--- config.mk ---
export PLATFORM = sky130hd
export DESIGN_NAME = ptw_walker
export DESIGN_NICKNAME = d
export VERILOG_FILES = /design/src/rtl/tw_pkg.sv /design/src/rtl/tw_decode.sv /design/src/rtl/tw_addr_gen.sv /design/src/rtl/tw_ctrl.sv /design/src/rtl/ptw_walker.sv
export SDC_FILE = /design/constraint.sdc
export NUM_CORES = 1
export LEC_CHECK = 0
export BUFFER_PORTS_ARGS = -buffer_cell sky130_fd_sc_hd__buf_2
export CAP_MARGIN = 25
export CORE_AREA = 4 4 108 161
export CTS_CLUSTER_SIZE = 12
export DETAILED_ROUTE_END_ITERATION = 8
export DIE_AREA = 0 0 112 165
export GPL_TIMING_DRIVEN = 0
export PLACE_DENSITY = 0.67
export SYNTH_ARGS = -nofsm -noshare
export SYNTH_HDL_FRONTEND = slang
export SYNTH_SLANG_ARGS = --single-unit
--- constraint.sdc ---
create_clock -name clk -period 4.9 [get_ports clk]
set_clock_uncertainty 0.2 [all_clocks]
set_input_delay 0.245 -clock clk [delete_from_list [all_inputs] [get_ports clk]]
set_output_delay 0.245 -clock clk [all_outputs]
set_load 0.05 [all_outputs]
--- src/rtl/tw_pkg.sv ---
package tw_pkg;
  localparam int AW        = 32;
  localparam int SEC_W     = 20;
  localparam int PG_W      = 12;
  localparam int TBL_ALIGN = 14;
  localparam int L2_ALIGN  = 10;
  localparam int DOM_LO    = 5;
  localparam int DOM_W     = 4;
  localparam int C_BIT     = 3;
  localparam int B_BIT     = 2;
  localparam int L1_IDX_W  = AW - SEC_W;
  localparam int L2_IDX_W  = SEC_W - PG_W;
  localparam int BASE_HI_W = AW - TBL_ALIGN;
  localparam int TBL_HI_W  = AW - L2_ALIGN;
  localparam int FRAME_W   = AW - PG_W;

  typedef enum logic [2:0] {
    ST_IDLE, ST_L1_REQ, ST_L1_WAIT, ST_L2_REQ, ST_L2_WAIT, ST_DONE
  } walk_st_e;

  typedef enum logic [1:0] {DK_FAULT, DK_SECTION, DK_COARSE, DK_PAGE} desc_kind_e;

  typedef struct packed {
    logic [AW-1:0]    pa;
    logic             cach;
    logic             buff;
    logic [DOM_W-1:0] dom;
    logic             page;
    logic             fault;
  } xlat_res_t;

  function automatic logic [AW-1:0] l1_addr(input logic [BASE_HI_W-1:0] base_hi,
                                           input logic [L1_IDX_W-1:0] idx);
    return {base_hi, idx, 2'b00};
  endfunction

  function automatic logic [AW-1:0] l2_addr(input logic [TBL_HI_W-1:0] tbl_hi,
                                           input logic [L2_IDX_W-1:0] idx);
    return {tbl_hi, idx, 2'b00};
  endfunction

  function automatic logic [AW-1:0] sect_pa(input logic [L1_IDX_W-1:0] frame,
                                           input logic [SEC_W-1:0] off);
    return {frame, off};
  endfunction

  function automatic logic [AW-1:0] page_pa(input logic [FRAME_W-1:0] frame,
                                           input logic [PG_W-1:0] off);
    return {frame, off};
  endfunction
endpackage

--- src/rtl/tw_decode.sv ---
module tw_decode
  import tw_pkg::*;
(
  input  logic       lvl2,
  input  logic [1:0] code,
  output desc_kind_e kind
);
  always_comb begin
    kind = DK_FAULT;
    if (!lvl2) begin
      case (code)
        2'b10:   kind = DK_SECTION;
        2'b01:   kind = DK_COARSE;
        default: kind = DK_FAULT;
      endcase
    end else if (code[1]) begin
      kind = DK_PAGE;
    end
  end
endmodule

--- src/rtl/tw_addr_gen.sv ---
module tw_addr_gen
  import tw_pkg::*;
(
  input  logic                 in_l2,
  input  logic [BASE_HI_W-1:0] base_hi,
  input  logic [TBL_HI_W-1:0]  tbl_hi,
  input  logic [L1_IDX_W-1:0]  l1_idx,
  input  logic [L2_IDX_W-1:0]  l2_idx,
  output logic [AW-1:0]        addr
);
  always_comb begin
    if (in_l2) addr = l2_addr(tbl_hi, l2_idx);
    else       addr = l1_addr(base_hi, l1_idx);
  end
endmodule

--- src/rtl/tw_ctrl.sv ---
module tw_ctrl
  import tw_pkg::*;
(
  input  logic       clk,
  input  logic       rst_n,
  input  logic       req_valid,
  input  logic       en_now,
  input  logic       rsp_valid,
  input  desc_kind_e kind,
  output logic       req_ready,
  output logic       mem_req,
  output logic       res_valid,
  output logic       in_l2,
  output logic       ev_accept,
  output logic       ev_l1_done,
  output logic       ev_l2_done
);
  walk_st_e st, st_nx;

  assign req_ready  = (st == ST_IDLE);
  assign mem_req    = (st == ST_L1_REQ) || (st == ST_L2_REQ);
  assign res_valid  = (st == ST_DONE);
  assign in_l2      = (st == ST_L2_REQ) || (st == ST_L2_WAIT);
  assign ev_accept  = req_valid && req_ready;
  assign ev_l1_done = (st == ST_L1_WAIT) && rsp_valid;
  assign ev_l2_done = (st == ST_L2_WAIT) && rsp_valid;

  always_comb begin
    st_nx = st;
    case (st)
      ST_IDLE:    if (req_valid) st_nx = en_now ? ST_L1_REQ : ST_DONE;
      ST_L1_REQ:  st_nx = ST_L1_WAIT;
      ST_L1_WAIT: if (rsp_valid) st_nx = (kind == DK_COARSE) ? ST_L2_REQ : ST_DONE;
      ST_L2_REQ:  st_nx = ST_L2_WAIT;
      ST_L2_WAIT: if (rsp_valid) st_nx = ST_DONE;
      ST_DONE:    st_nx = ST_IDLE;
      default:    st_nx = ST_IDLE;
    endcase
  end

  always_ff @(posedge clk or negedge rst_n) begin
    if (!rst_n) st <= ST_IDLE;
    else        st <= st_nx;
  end

  // result and read pulses last a single cycle
  a_r9_res_pulse: assert property (@(posedge clk) disable iff (!rst_n)
    res_valid |=> !res_valid);
  a_r9_req_pulse: assert property (@(posedge clk) disable iff (!rst_n)
    mem_req |=> !mem_req);
  a_r9_no_read_with_result: assert property (@(posedge clk) disable iff (!rst_n)
    res_valid |-> !mem_req);
  // after a result the walker is ready again
  a_r8_ready_after_result: assert property (@(posedge clk) disable iff (!rst_n)
    res_valid |=> req_ready);
endmodule

--- src/rtl/ptw_walker.sv ---
module ptw_walker
  import tw_pkg::*;
(
  input  logic        clk,
  input  logic        rst_n,
  input  logic        xlat_en,
  input  logic [31:0] tbl_base,
  input  logic        req_valid,
  input  logic [31:0] req_vaddr,
  output logic        req_ready,
  output logic        mem_req,
  output logic [31:0] mem_addr,
  input  logic        mem_rsp_valid,
  input  logic [31:0] mem_rsp_data,
  output logic        res_valid,
  output logic [31:0] res_paddr,
  output logic        res_cacheable,
  output logic        res_bufferable,
  output logic [3:0]  res_domain,
  output logic        res_page,
  output logic        res_fault
);
  logic [AW-1:0]        va_q;
  logic [BASE_HI_W-1:0] base_hi_q;
  logic                 en_q;
  logic [TBL_HI_W-1:0]  tbl_hi_q;
  logic [DOM_W-1:0]     dom_q;
  xlat_res_t            res_q;

  logic       in_l2, ev_accept, ev_l1_done, ev_l2_done;
  desc_kind_e kind;

  logic unused_bits;
  assign unused_bits = ^{tbl_base[TBL_ALIGN-1:0], mem_rsp_data[4]};

  tw_decode u_decode (
    .lvl2 (in_l2),
    .code (mem_rsp_data[1:0]),
    .kind (kind)
  );

  tw_ctrl u_ctrl (
    .clk        (clk),
    .rst_n      (rst_n),
    .req_valid  (req_valid),
    .en_now     (xlat_en),
    .rsp_valid  (mem_rsp_valid),
    .kind       (kind),
    .req_ready  (req_ready),
    .mem_req    (mem_req),
    .res_valid  (res_valid),
    .in_l2      (in_l2),
    .ev_accept  (ev_accept),
    .ev_l1_done (ev_l1_done),
    .ev_l2_done (ev_l2_done)
  );

  tw_addr_gen u_addr (
    .in_l2   (in_l2),
    .base_hi (base_hi_q),
    .tbl_hi  (tbl_hi_q),
    .l1_idx  (va_q[AW-1:SEC_W]),
    .l2_idx  (va_q[SEC_W-1:PG_W]),
    .addr    (mem_addr)
  );

  always_ff @(posedge clk or negedge rst_n) begin
    if (!rst_n) begin
      va_q      <= '0;
      base_hi_q <= '0;
      en_q      <= 1'b0;
      tbl_hi_q  <= '0;
      dom_q     <= '0;
      res_q     <= '0;
    end else begin
      if (ev_accept) begin
        va_q      <= req_vaddr;
        base_hi_q <= tbl_base[AW-1:TBL_ALIGN];
        en_q      <= xlat_en;
        if (!xlat_en) begin
          res_q    <= '0;
          res_q.pa <= req_vaddr;
        end
      end
      if (ev_l1_done) begin
        tbl_hi_q <= mem_rsp_data[AW-1:L2_ALIGN];
        dom_q    <= mem_rsp_data[DOM_LO +: DOM_W];
        if (kind == DK_SECTION) begin
          res_q.pa    <= sect_pa(mem_rsp_data[AW-1:SEC_W], va_q[SEC_W-1:0]);
          res_q.cach  <= mem_rsp_data[C_BIT];
          res_q.buff  <= mem_rsp_data[B_BIT];
          res_q.dom   <= mem_rsp_data[DOM_LO +: DOM_W];
          res_q.page  <= 1'b0;
          res_q.fault <= 1'b0;
        end else if (kind == DK_FAULT) begin
          res_q       <= '0;
          res_q.fault <= 1'b1;
        end
      end
      if (ev_l2_done) begin
        if (kind == DK_PAGE) begin
          res_q.pa    <= page_pa(mem_rsp_data[AW-1:PG_W], va_q[PG_W-1:0]);
          res_q.cach  <= mem_rsp_data[C_BIT];
          res_q.buff  <= mem_rsp_data[B_BIT];
          res_q.dom   <= dom_q;
          res_q.page  <= 1'b1;
          res_q.fault <= 1'b0;
        end else begin
          res_q       <= '0;
          res_q.fault <= 1'b1;
        end
      end
    end
  end

  assign res_paddr      = res_q.pa;
  assign res_cacheable  = res_q.cach;
  assign res_bufferable = res_q.buff;
  assign res_domain     = res_q.dom;
  assign res_page       = res_q.page;
  assign res_fault      = res_q.fault;

  // reads only happen for a walk accepted with translation on
  a_r1_no_read_when_off: assert property (@(posedge clk) disable iff (!rst_n)
    mem_req |-> en_q);
  // first-level read indexed by the top virtual bits, word aligned
  a_r2_l1_index: assert property (@(posedge clk) disable iff (!rst_n)
    (mem_req && !in_l2) |-> (mem_addr[TBL_ALIGN-1:2] == va_q[AW-1:SEC_W]
                             && mem_addr[1:0] == 2'b00));
  // second-level read indexed by the middle virtual bits
  a_r4_l2_index: assert property (@(posedge clk) disable iff (!rst_n)
    (mem_req && in_l2) |-> (mem_addr[L2_ALIGN-1:2] == va_q[SEC_W-1:PG_W]
                            && mem_addr[1:0] == 2'b00));
  // a section or pass-through result keeps the 1 MB offset
  a_r3_section_offset: assert property (@(posedge clk) disable iff (!rst_n)
    (res_valid && !res_fault && !res_page) |-> (res_paddr[SEC_W-1:0] == va_q[SEC_W-1:0]));
  // a page result keeps the 4 KB offset
  a_r5_page_offset: assert property (@(posedge clk) disable iff (!rst_n)
    (res_valid && res_page) |-> (res_paddr[PG_W-1:0] == va_q[PG_W-1:0] && !res_fault));
  // a fault carries no address or attributes
  a_r6_fault_clears: assert property (@(posedge clk) disable iff (!rst_n)
    (res_valid && res_fault) |-> (res_paddr == '0 && !res_page && !res_cacheable
                                  && !res_bufferable && res_domain == '0));
endmodule

## Yosys cells after proc, flatten, opt, wreduce, memory -nomap -nowiden

Cells that the tools add are included.
Widths: inputs -> output; s select.

| operators by class | value |
|---|---|
| equal/unequal tests | 13 |
| multiplexer cells | 17 |
| reductions and logical operators | 8 |

Operators by type and width:

| operator | count |
|---|---|
| $mux 40 | 7 |
| $mux 32 | 1 |
| $mux 3 | 5 |
| $pmux 3 s5 | 1 |
| $eq 2x2->1 const B | 3 |
| $eq 3x2->1 const B | 2 |
| $eq 3x3->1 const B | 2 |
| $ne 2x2->1 const B | 3 |
| $eq 2x1->1 const B | 2 |
| $mux 2 | 2 |
| $pmux 2 s2 | 1 |
| $eq 3x1->1 const B | 1 |
| $logic_and 1x1->1 | 3 |
| $logic_not 3->1 | 1 |
| $reduce_and 3->1 | 1 |
| $logic_not 2->1 | 1 |
| $logic_or 1x1->1 | 2 |

| word-level totals | value |
|---|---|
| register bits | 119 |
| input bits | 101 |
| logic and storage cells | 49 |
| output and inout port bits | 75 |

## Longest topological paths before layout

Gate-level depths: netlist of the first run.

| depth | value |
|---|---|
| word-level depth | 8 |
| mapped depth | 8 |
| gate-level depth less buffers | 4 |

## By module

A second synthesis of the first run with hierarchy kept.

| unflattened totals | value |
|---|---|
| cell total of the unflattened synthesis | 377 |
| area, all modules | 5486.5 sq um |

Modules (own cells, without submodules):

| module | area each (sq um) | times used | sequential area each (sq um) | cells an instance |
|---|---|---|---|---|
| ptw_walker | 4709.5 | 1 | 2902.8 | 307 |
| tw_addr_gen | 503.0 | 1 | 0.0 | 36 |
| tw_ctrl | 252.7 | 1 | 75.1 | 30 |
| tw_decode | 21.3 | 1 | 0.0 | 4 |

## Worst setup path before layout of the first run

No wires, ideal clock.

| timing path | value |
|---|---|
| path type | register to register |
| start point | register u_ctrl.st[0] |
| end point | register base_hi_q[10] |
| required time | 4575 ps |
| setup slack | 2716 ps |
| arrival | 1859 ps |
| setup time | 125 ps |
| clock period less this slack | 2184 ps |
| buffers on the path | 3 |
| cell stages (with the launch flop) | 7 |
| cells stage by stage | dfrtp_1 -> buf_2 -> nor3_4 -> and2_1 -> buf_2 -> buf_4 -> mux2_2 |

| on the way | value |
|---|---|
| longest elaborated chain between the ends | 2 |

RTL lines:

| item | line | RTL |
|---|---|---|
| start, declared | tw_ctrl.sv:18 | `walk_st_e st, st_nx;` |
| start signal, assigned | tw_ctrl.sv:43 | `else st <= st_nx;` |
| $logic_not 3->1 | tw_ctrl.sv:20 | `assign req_ready = (st == ST_IDLE);` |
| net req_ready | ptw_walker.sv:10 | `output logic req_ready,` |
| $logic_and 1x1->1 | tw_ctrl.sv:24 | `assign ev_accept = req_valid && req_ready;` |
| end signal, assigned | ptw_walker.sv:78 | `base_hi_q <= tbl_base[AW-1:TBL_ALIGN];` |
| end, declared | ptw_walker.sv:24 | `logic [BASE_HI_W-1:0] base_hi_q;` |

The timed path passes the listed nets, and every way through them passes these cells.
A chain may end at the register's enable or synchronous reset.

## Worst setup path after layout of the first run

| timing path | value |
|---|---|
| start point | input port mem_rsp_valid |
| end point | register res_q (netlist bit res_paddr[20]) |

| on the way | value |
|---|---|
| longest elaborated chain between the ends | 3 |
| elaborated cells on any way between the ends | 4 |
| classes of those cells | mux: 2; reduce/logical: 2 |

RTL lines:

| item | line | RTL |
|---|---|---|
| start, declared | ptw_walker.sv:13 | `input logic mem_rsp_valid,` |
| $logic_and 1x1->1 | tw_ctrl.sv:25 | `assign ev_l1_done = (st == ST_L1_WAIT) && rsp_valid;` |
| $mux 40 | ptw_walker.sv:85 | `if (ev_l1_done) begin` |
| $mux 40 (*) | ptw_walker.sv:100 | `if (ev_l2_done) begin` |
| end, declared | ptw_walker.sv:28 | `xlat_res_t res_q;` |

Mark *: on every way between the ends. The rest lies on a longest branch, timed or not.

==> results of run 1 <==
sequential cells by signal (all words and copies together) (netlist names):
name            count
dom_q               4
res_bufferable      1
res_domain          4
va_q               32
tbl_hi_q           22
res_page            1
u_ctrl.st           3
res_fault           1
res_paddr          32
res_cacheable       1
base_hi_q          18
cells in the mapped netlist (all sizes together):
cell type,number
a211o,1
a21o,1
clkbuf,4
a22oi,1
mux2i,22
nand3,2
conb,1
nor2b,2
and3,1
and4bb,2
inv,1
nor3,1
a221oi,15
a31oi,1
a32o,2
mux2,106
dfrtp,119
and3b,1
or3,1
buf,29
o21ai,1
a21oi,29
o31ai,1
and2,2
nand2b,2
nor2,9
nand2,17
o2bb2ai,21
final cells by class:
class	count	area share, %
well taps	206	3.24
repair buffers	246	21.4
inverters	1	0.0472
plain buffers	33	2.80
multi-input cells	243	27.3
flip-flops and latches	119	37.4
clock inverters	15	2.41
clock buffers	17	5.35
metal layers:
layer,wire [µm],vias to the layer above,GRT usage (%)
met1,6530,2145,21.8
met2,9050,152,33.1
met5,0,-,0
met3,921,27,4.22
li1,-,1991,-
met4,344,0,7.11
layout by cell type, fill, tap and decap left out, types with 2 or more instances in the layout:
master	count
a21oi_1	29
a221oi_1	15
a32o_1	2
and2_1	2
buf_2	168
buf_4	8
buf_6	8
bufinv_16	3
clkbuf_1	4
clkbuf_16	17
clkinv_4	3
clkinvlp_4	2
conb_1	2
dfrtp_1	119
dlygate4sd3_1	89
inv_6	5
mux2_1	2
mux2_2	104
mux2i_1	22
nand2_1	17
nand3_1	2
nor2_1	9
nor2b_1	2
o2bb2ai_1	21
worst min-delay path by stage:
| stage | cells past startpoint | endpoint |
|---|---|---|
| after detailed placement | 1 | res_paddr[1]$_DFF_PN0_ |
| after CTS | 5 | u_ctrl.st[0]$_DFFE_PN0P_ |
| after floorplan | 0 | base_hi_q[0]$_DFFE_PN0N_ |
| after global placement | 1 | res_paddr[2]$_DFF_PN0_ |
| final | 5 | u_ctrl.st[0]$_DFFE_PN0P_ |
| after global routing | 5 | u_ctrl.st[0]$_DFFE_PN0P_ |
cells by family (layout without fill, tap and decap cells):
group,after synthesis,count (layout)
multiplexers,128,128
flip-flops,119,119
AO/OA/AOI/OAI,73,73
AND/OR/NAND/NOR,40,40
buffers and inverters,34,312
other,1,2
per-stage QoR:
| stage | cells | util, % | cell area [µm²] | hold slack [ns] | setup slack (ns) |
|---|---|---|---|---|---|
| floorplan | 396 | - | 5380 | -0.251 | 2.72 |
| global placement | 758 | 40.0 | 6420 | 0.259 | 1.92 |
| detailed placement | 759 | 40.2 | 6450 | 0.0508 | 2.49 |
| CTS | 880 | 49.6 | 7960 | 0.0578 | 2.03 |
| global route | 880 | 49.6 | 7960 | 0.0979 | 1.89 |
| finish | 880 | 49.6 | 7960 | 0.0845 | 2.03 |
timing repair:
| action | 4_1_cts | 5_1_grt |
|---|---|---|
| endpoints found under the setup margin | 0 | 0 |
| endpoints found under the hold margin | 171 | 0 |
| hold buffers | 89 | 0 |
power breakdown:
part	switching (mW)	internal (mW)	total, mW
clock network	0.500	0.813	1.31
logic	2.07	1.08	3.15
registers	0.275	1.47	1.74
tightest hold or removal path, stage by stage:
cell	delay (ns)
buf_2	0.11
mux2i_1	0.06
nor2_1	0.08
a31oi_1	0.05
nor2_1	0.10
==> flow_metrics.env, run 1 <==
export IMPL_status="finished, final reports clean"
export IMPL_timing_rr_start="u_ctrl.st[2]$_DFFE_PN0P_"
export IMPL_crit_arrival_ns=2.95
export IMPL_wl_per_cell_um=19.1
export IMPL_synth_fa_ha_area_share_pct=0
export IMPL_drtAntennaViolNets=0
export IMPL_drive_above_1_share_pct=48.2
export IMPL_crit_chain="dlygate4sd3_1 > buf_2 > and4bb_1 > buf_6 > a21o_1 > buf_1 > o2bb2ai_1 > dlygate4sd3_1"
export IMPL_routed_via_density=4.90
export IMPL_maxCapViolations=0
export IMPL_synth_simple_area_share_pct=4.00
export IMPL_dpl_hpwl_mm=11.6
export IMPL_cts_root_buffer="clkbuf_16"
export IMPL_report_final_slew_viol_count=0
export IMPL_port_buffers=156
export IMPL_clock_fmax_mhz=348
export IMPL_critPathRequiredTime_ns=4.98
export IMPL_numCtsBuffers=17
export IMPL_multi_input_area_um2=2170
export IMPL_netlist_instances=395
export IMPL_detail_route_first_pass_iterations=4
export IMPL_drt_iter0_drc=260
export IMPL_r2r_slack_ns=2.05
export IMPL_antenna_found_initial=0
export IMPL_num_vias=4315
export IMPL_n_fill_cell=1410
export IMPL_startpoint_type="input port"
export IMPL_critPathCapture="res_paddr[20]$_DFF_PN0_"
export IMPL_fin_crit_sh_pct=58.6
export IMPL_rsz0062_at_grt="no"
export IMPL_crit_type="input port to flip-flop"
export IMPL_die_h_um=165
export IMPL_ff2ff_path_depth=6
export IMPL_hold_class="input port to flip-flop"
export IMPL_powerDensity_nw_per_um2=780
export IMPL_slowest_delay_ns=0.61
export IMPL_synth_top_family_by_area="multiplexers"
export IMPL_path_common_cell="dlygate4sd3_1"
export IMPL_path_depth=8
export IMPL_ir_drop_uv=536
export IMPL_route_detailed_drc=0
export IMPL_syn_to_final_growth_pct=48.1
export IMPL_gp_congestion=0.796
export IMPL_num_rows=57
export IMPL_hp_start="req_valid"
export IMPL_wl_mm=16.8
export IMPL_worstMarginPinSlew_ns=0.748
export IMPL_synth_top_area_share_pct=55.4
export IMPL_cp_slowest_cell="dlygate4sd3_1"
export IMPL_nets=762
export IMPL_start_util_pct=33.5
export IMPL_ys_warn_count=0
export IMPL_io_pins=176
export IMPL_crit_buf_inv=5
export IMPL_n_antenna_cell=0
export IMPL_final_seq_area_um2=2980
export IMPL_netlist_area_um2=5370
export IMPL_synth_mux_area_share_pct=26.3
export IMPL_timing_rr_end="res_paddr[20]$_DFF_PN0_"
export IMPL_min_period_ns=2.87
export IMPL_clk_latency_ns=0.41
export IMPL_p_total_mw=6.21
export IMPL_core_um2=16000
export IMPL_ys_types=34
export IMPL_cts_setup_buffers=0
export IMPL_grt_overflow=0
export IMPL_synth_xor_area_share_pct=0
export IMPL_cp_end_kind="flip-flop"
export IMPL_grt_use_total_pct=18.6
export IMPL_grt_pass1_wl_mm=26.3
export IMPL_fin_setup_tns_ns=0
export IMPL_synth_compound_area_share_pct=9.99
export IMPL_synth_area_leader_cell="dfrtp_1"
export IMPL_cp_max_fo=10
export IMPL_hold_viol=0
export IMPL_grt_pass1_vias=4672
export IMPL_clkSinkCount=119
export IMPL_die_w_um=112
export IMPL_clk_path_buf_depth=2
export IMPL_slew_headroom_pct=50.1
export IMPL_clkSlewWorstSetupHoldPaths_ns=0.06
export IMPL_crit_family="buffers and inverters"
export IMPL_ctsHtreeMaxLevel=4
export IMPL_setup_viol=0
export IMPL_yosysSeqAreaShare_pct=55.4
export IMPL_synth_area_leaders="dfrtp_1, mux2_2, mux2i_1, o2bb2ai_1, a21oi_1"
export IMPL_fp_dieArea_um2=18500
export IMPL_grt_max_degree=64
export IMPL_ctsResizeCount=0
export IMPL_ys_ff_latch=119
export IMPL_avgSynthCellArea_um2=13.6
export IMPL_worstSetupStartpoint="mem_rsp_valid"
export IMPL_cts_tree="built"
export IMPL_p_leak_nw=3.79
No activity file was read; power rests on OpenSTA's default activity.
==> inputs of run 2 (changes only) <==
Settings changed: ABC_AREA set to 1, CORE_AREA 4 4 108 161 to 4 4 111 166, DIE_AREA 0 0 112 165 to 0 0 115 170, PLACE_DENSITY 0.67 to 0.66.
Clock period 4.9 ns to 2.7 ns, I/O delays scaled along.
==> flow_metrics.env, run 2 <==
export IMPL_clk_path_buf_depth=2
export IMPL_synthTopCellsByCount="nand2_1, dfrtp_1, o21ai_0"
export IMPL_place_inst=1135
export IMPL_synth_top_area_share_pct=52.2
export IMPL_netlist_area_um2=5700
export IMPL_crit_type="flip-flop to output port"
export IMPL_synthFlopType="dfrtp_1"
export IMPL_route_detailed_drc=0
export IMPL_syn_to_final_growth_pct=47.0
export IMPL_die_w_um=115
export IMPL_layout_commonest_cell="nand2_1"
export IMPL_slew_headroom_pct=59.2
export IMPL_numCtsBuffers=17
export IMPL_worstHoldEndpoint="res_fault$_DFF_PN0_"
export IMPL_n_fill_cell=1670
export IMPL_cts_setup_buffers=0
export IMPL_ys_types=22
export IMPL_crit_arrival_ns=2.27
export IMPL_setup_viol=0
export IMPL_ys_ff_latch=119
export IMPL_yosysMostFrequentCell="nand2_1"
export IMPL_num_rows=59
export IMPL_antenna_found_initial=0
export IMPL_wl_mm=20.4
export IMPL_clkSinkCount=119
export IMPL_async_flop_share_pct=100
export IMPL_p_leak_nw=4.46
export IMPL_fin_cells=1257
export IMPL_wl_met2_mm=10.6
export IMPL_report_final_slew_viol_count=0
export IMPL_maxCapViolations=0
export IMPL_fin_area_um2=8380
export IMPL_clock_fmax_mhz=384
export IMPL_m1WireLength_mm=8.03
export IMPL_drt_iter0_drc=518
export IMPL_core_um2=17100
export IMPL_wl_per_cell_um=16.2
export IMPL_port_buffers=156
export IMPL_worstMarginPinSlew_ns=0.611
export IMPL_ff2ff_path_depth=7
export IMPL_grt_pass1_vias=5988
export IMPL_yosysSeqAreaShare_pct=52.2
export IMPL_crit_family="buffers and inverters"
export IMPL_met3_length_mm=1.22
export IMPL_routed_via_density=4.81
export IMPL_status="finished, final reports clean"
export IMPL_clkSlewWorstSetupHoldPaths_ns=0.05
export IMPL_placed_cell_area_um2=6790
export IMPL_nets=1133
export IMPL_timing_rr_start="u_ctrl.st[1]$_DFFE_PN0P_"
export IMPL_synth_area_leader_cell="dfrtp_1"
export IMPL_min_period_ns=2.60
export IMPL_fp_dieArea_um2=19600
export IMPL_detail_route_first_pass_iterations=5
export IMPL_avgSynthCellArea_um2=7.46
export IMPL_final_cell_mix="nand2_1, buf_2, dfrtp_1"
export IMPL_ctsHtreeMaxLevel=4
export IMPL_critPathRequiredTime_ns=2.37
export IMPL_start_util_pct=33.3
export IMPL_gp_congestion=0.833
export IMPL_cts_tree="built"
export IMPL_hold_viol=0
export IMPL_crit_buf_inv=4
export IMPL_hp_start="mem_rsp_data[0]"
export IMPL_ys_warn_count=0
export IMPL_drive_above_1_share_pct=23.4
export IMPL_cp_end_kind="output port"
export IMPL_clk_latency_ns=0.41
export IMPL_drtAntennaViolNets=0
export IMPL_crit_chain="nor2_2 > nand2_1 > nand2_4 > inv_1 > buf_2 > clkbuf_4 > o21ai_1 > buf_4"
export IMPL_startpoint_type="flip-flop"
export IMPL_n_antenna_cell=0
export IMPL_fin_crit_sh_pct=96.4
export IMPL_grt_use_total_pct=21.2
export IMPL_dpl_hpwl_mm=14.2
export IMPL_grt_overflow=0
export IMPL_top_layer_used="met4"
export IMPL_r2r_slack_ns=0.18
export IMPL_timing_rr_end="res_paddr[30]$_DFF_PN0_"
export IMPL_cts_root_buffer="clkbuf_16"
export IMPL_grt_pass1_wl_mm=32.0
export IMPL_synth_area_leaders="dfrtp_1, nand2_1, o21ai_0, nand3_1, inv_1"
export IMPL_slowest_delay_ns=0.41
export IMPL_io_pins=176
export IMPL_cp_slowest_cell="dfrtp_1"
export IMPL_ir_drop_uv=685
export IMPL_cp_max_fo=10
export IMPL_grt_max_degree=91
export IMPL_num_vias=6043
export IMPL_hold_depth=5
export IMPL_synth_edf_count=0
export IMPL_netlist_instances=764
export IMPL_rsz0062_at_grt="yes"
export IMPL_die_h_um=170
export IMPL_powerDensity_nw_per_um2=1340
export IMPL_hold_class="input port to flip-flop"
-- run 2: tightest hold or removal path, cell delays in order --
cell and delay (ns):
buf_2 0.12, nor2_1 0.10, inv_1 0.07, nand3_1 0.09, a31oi_1 0.08
-- run 2: logic make-up after synthesis --
logic type             share of synthesized area, %
AND/OR/NAND/NOR                                29.9
AO/OA/AOI/OAI                                  10.6
flip-flops                                     52.2
buffers and inverters                          7.26
other                                        0.0658
-- run 2: metal layers --
metal  global-route usage, %  vias to the layer above
met1                    25.2                     2821
met3                    4.87                       45
li1                        -                     2933
met5                       0                        -
met4                    8.58                        0
met2                    36.5                      244
-- run 2: where the power goes --
group / leakage, nW / switching [mW] / internal (mW)
Clock: 0.280 / 0.850 / 1.44
Sequential: 1.50 / 0.424 / 2.62
Combinational: 2.68 / 4.33 / 1.59
-- run 2: worst max path at each step --
| stage | from | slack [ns] | cells past startpoint | to |
|---|---|---|---|---|
| 6_report | u_ctrl.st[1]$_DFFE_PN0P_ | 0.1 | 8 | mem_addr[14] |
| 5_1_grt | u_ctrl.st[1]$_DFFE_PN0P_ | -0.02 | 8 | mem_addr[2] |
| 4_1_cts | u_ctrl.st[1]$_DFFE_PN0P_ | 0.006 | 8 | mem_addr[6] |
| 3_5_place_dp | u_ctrl.st[1]$_DFFE_PN0P_ | 0.26 | 8 | mem_addr[2] |
| 3_3_place_gp | rst_n | -0.35 | 1 | res_paddr[7]$_DFF_PN0_ |
| 2_1_floorplan | u_ctrl.st[1]$_DFFE_PN0P_ | 0.11 | 7 | mem_addr[10] |
-- run 2: layout make-up --
class,count,area (µm²),area share [%]
Sequential cell,119,2980,35.5
Multi-Input combinational cell,547,2330,27.8
Timing Repair Buffer,248,1790,21.4
Clock buffer,17,425,5.07
Tap cell,213,267,3.18
Buffer,44,224,2.67
Inverter,55,206,2.46
Clock inverter,14,159,1.90
-- run 2: repair_timing --
action / 4_1_cts / 5_1_grt
resized for setup: 12 / 54
setup endpoints to repair: 18 / 32
endpoints found under the hold margin: 237 / 0
hold buffers: 91 / 0
-- run 2: metrics by stage --
step	setup WS (ns)	utilization, %	hold slack (ns)	setup TNS, ns	total power [mW]
3_3_place_gp	-0.346	39.4	0.137	-39.54	8.46
6_report	0.0984	49.0	0.0177	0	11.2
4_1_cts	0.00606	48.5	0.000817	0	11.1
2_1_floorplan	0.110	-	-0.361	0	6.98
5_1_grt	-0.0176	49.0	0.0477	-0.0387	11.9
3_5_place_dp	0.263	39.6	-0.160	0	8.56
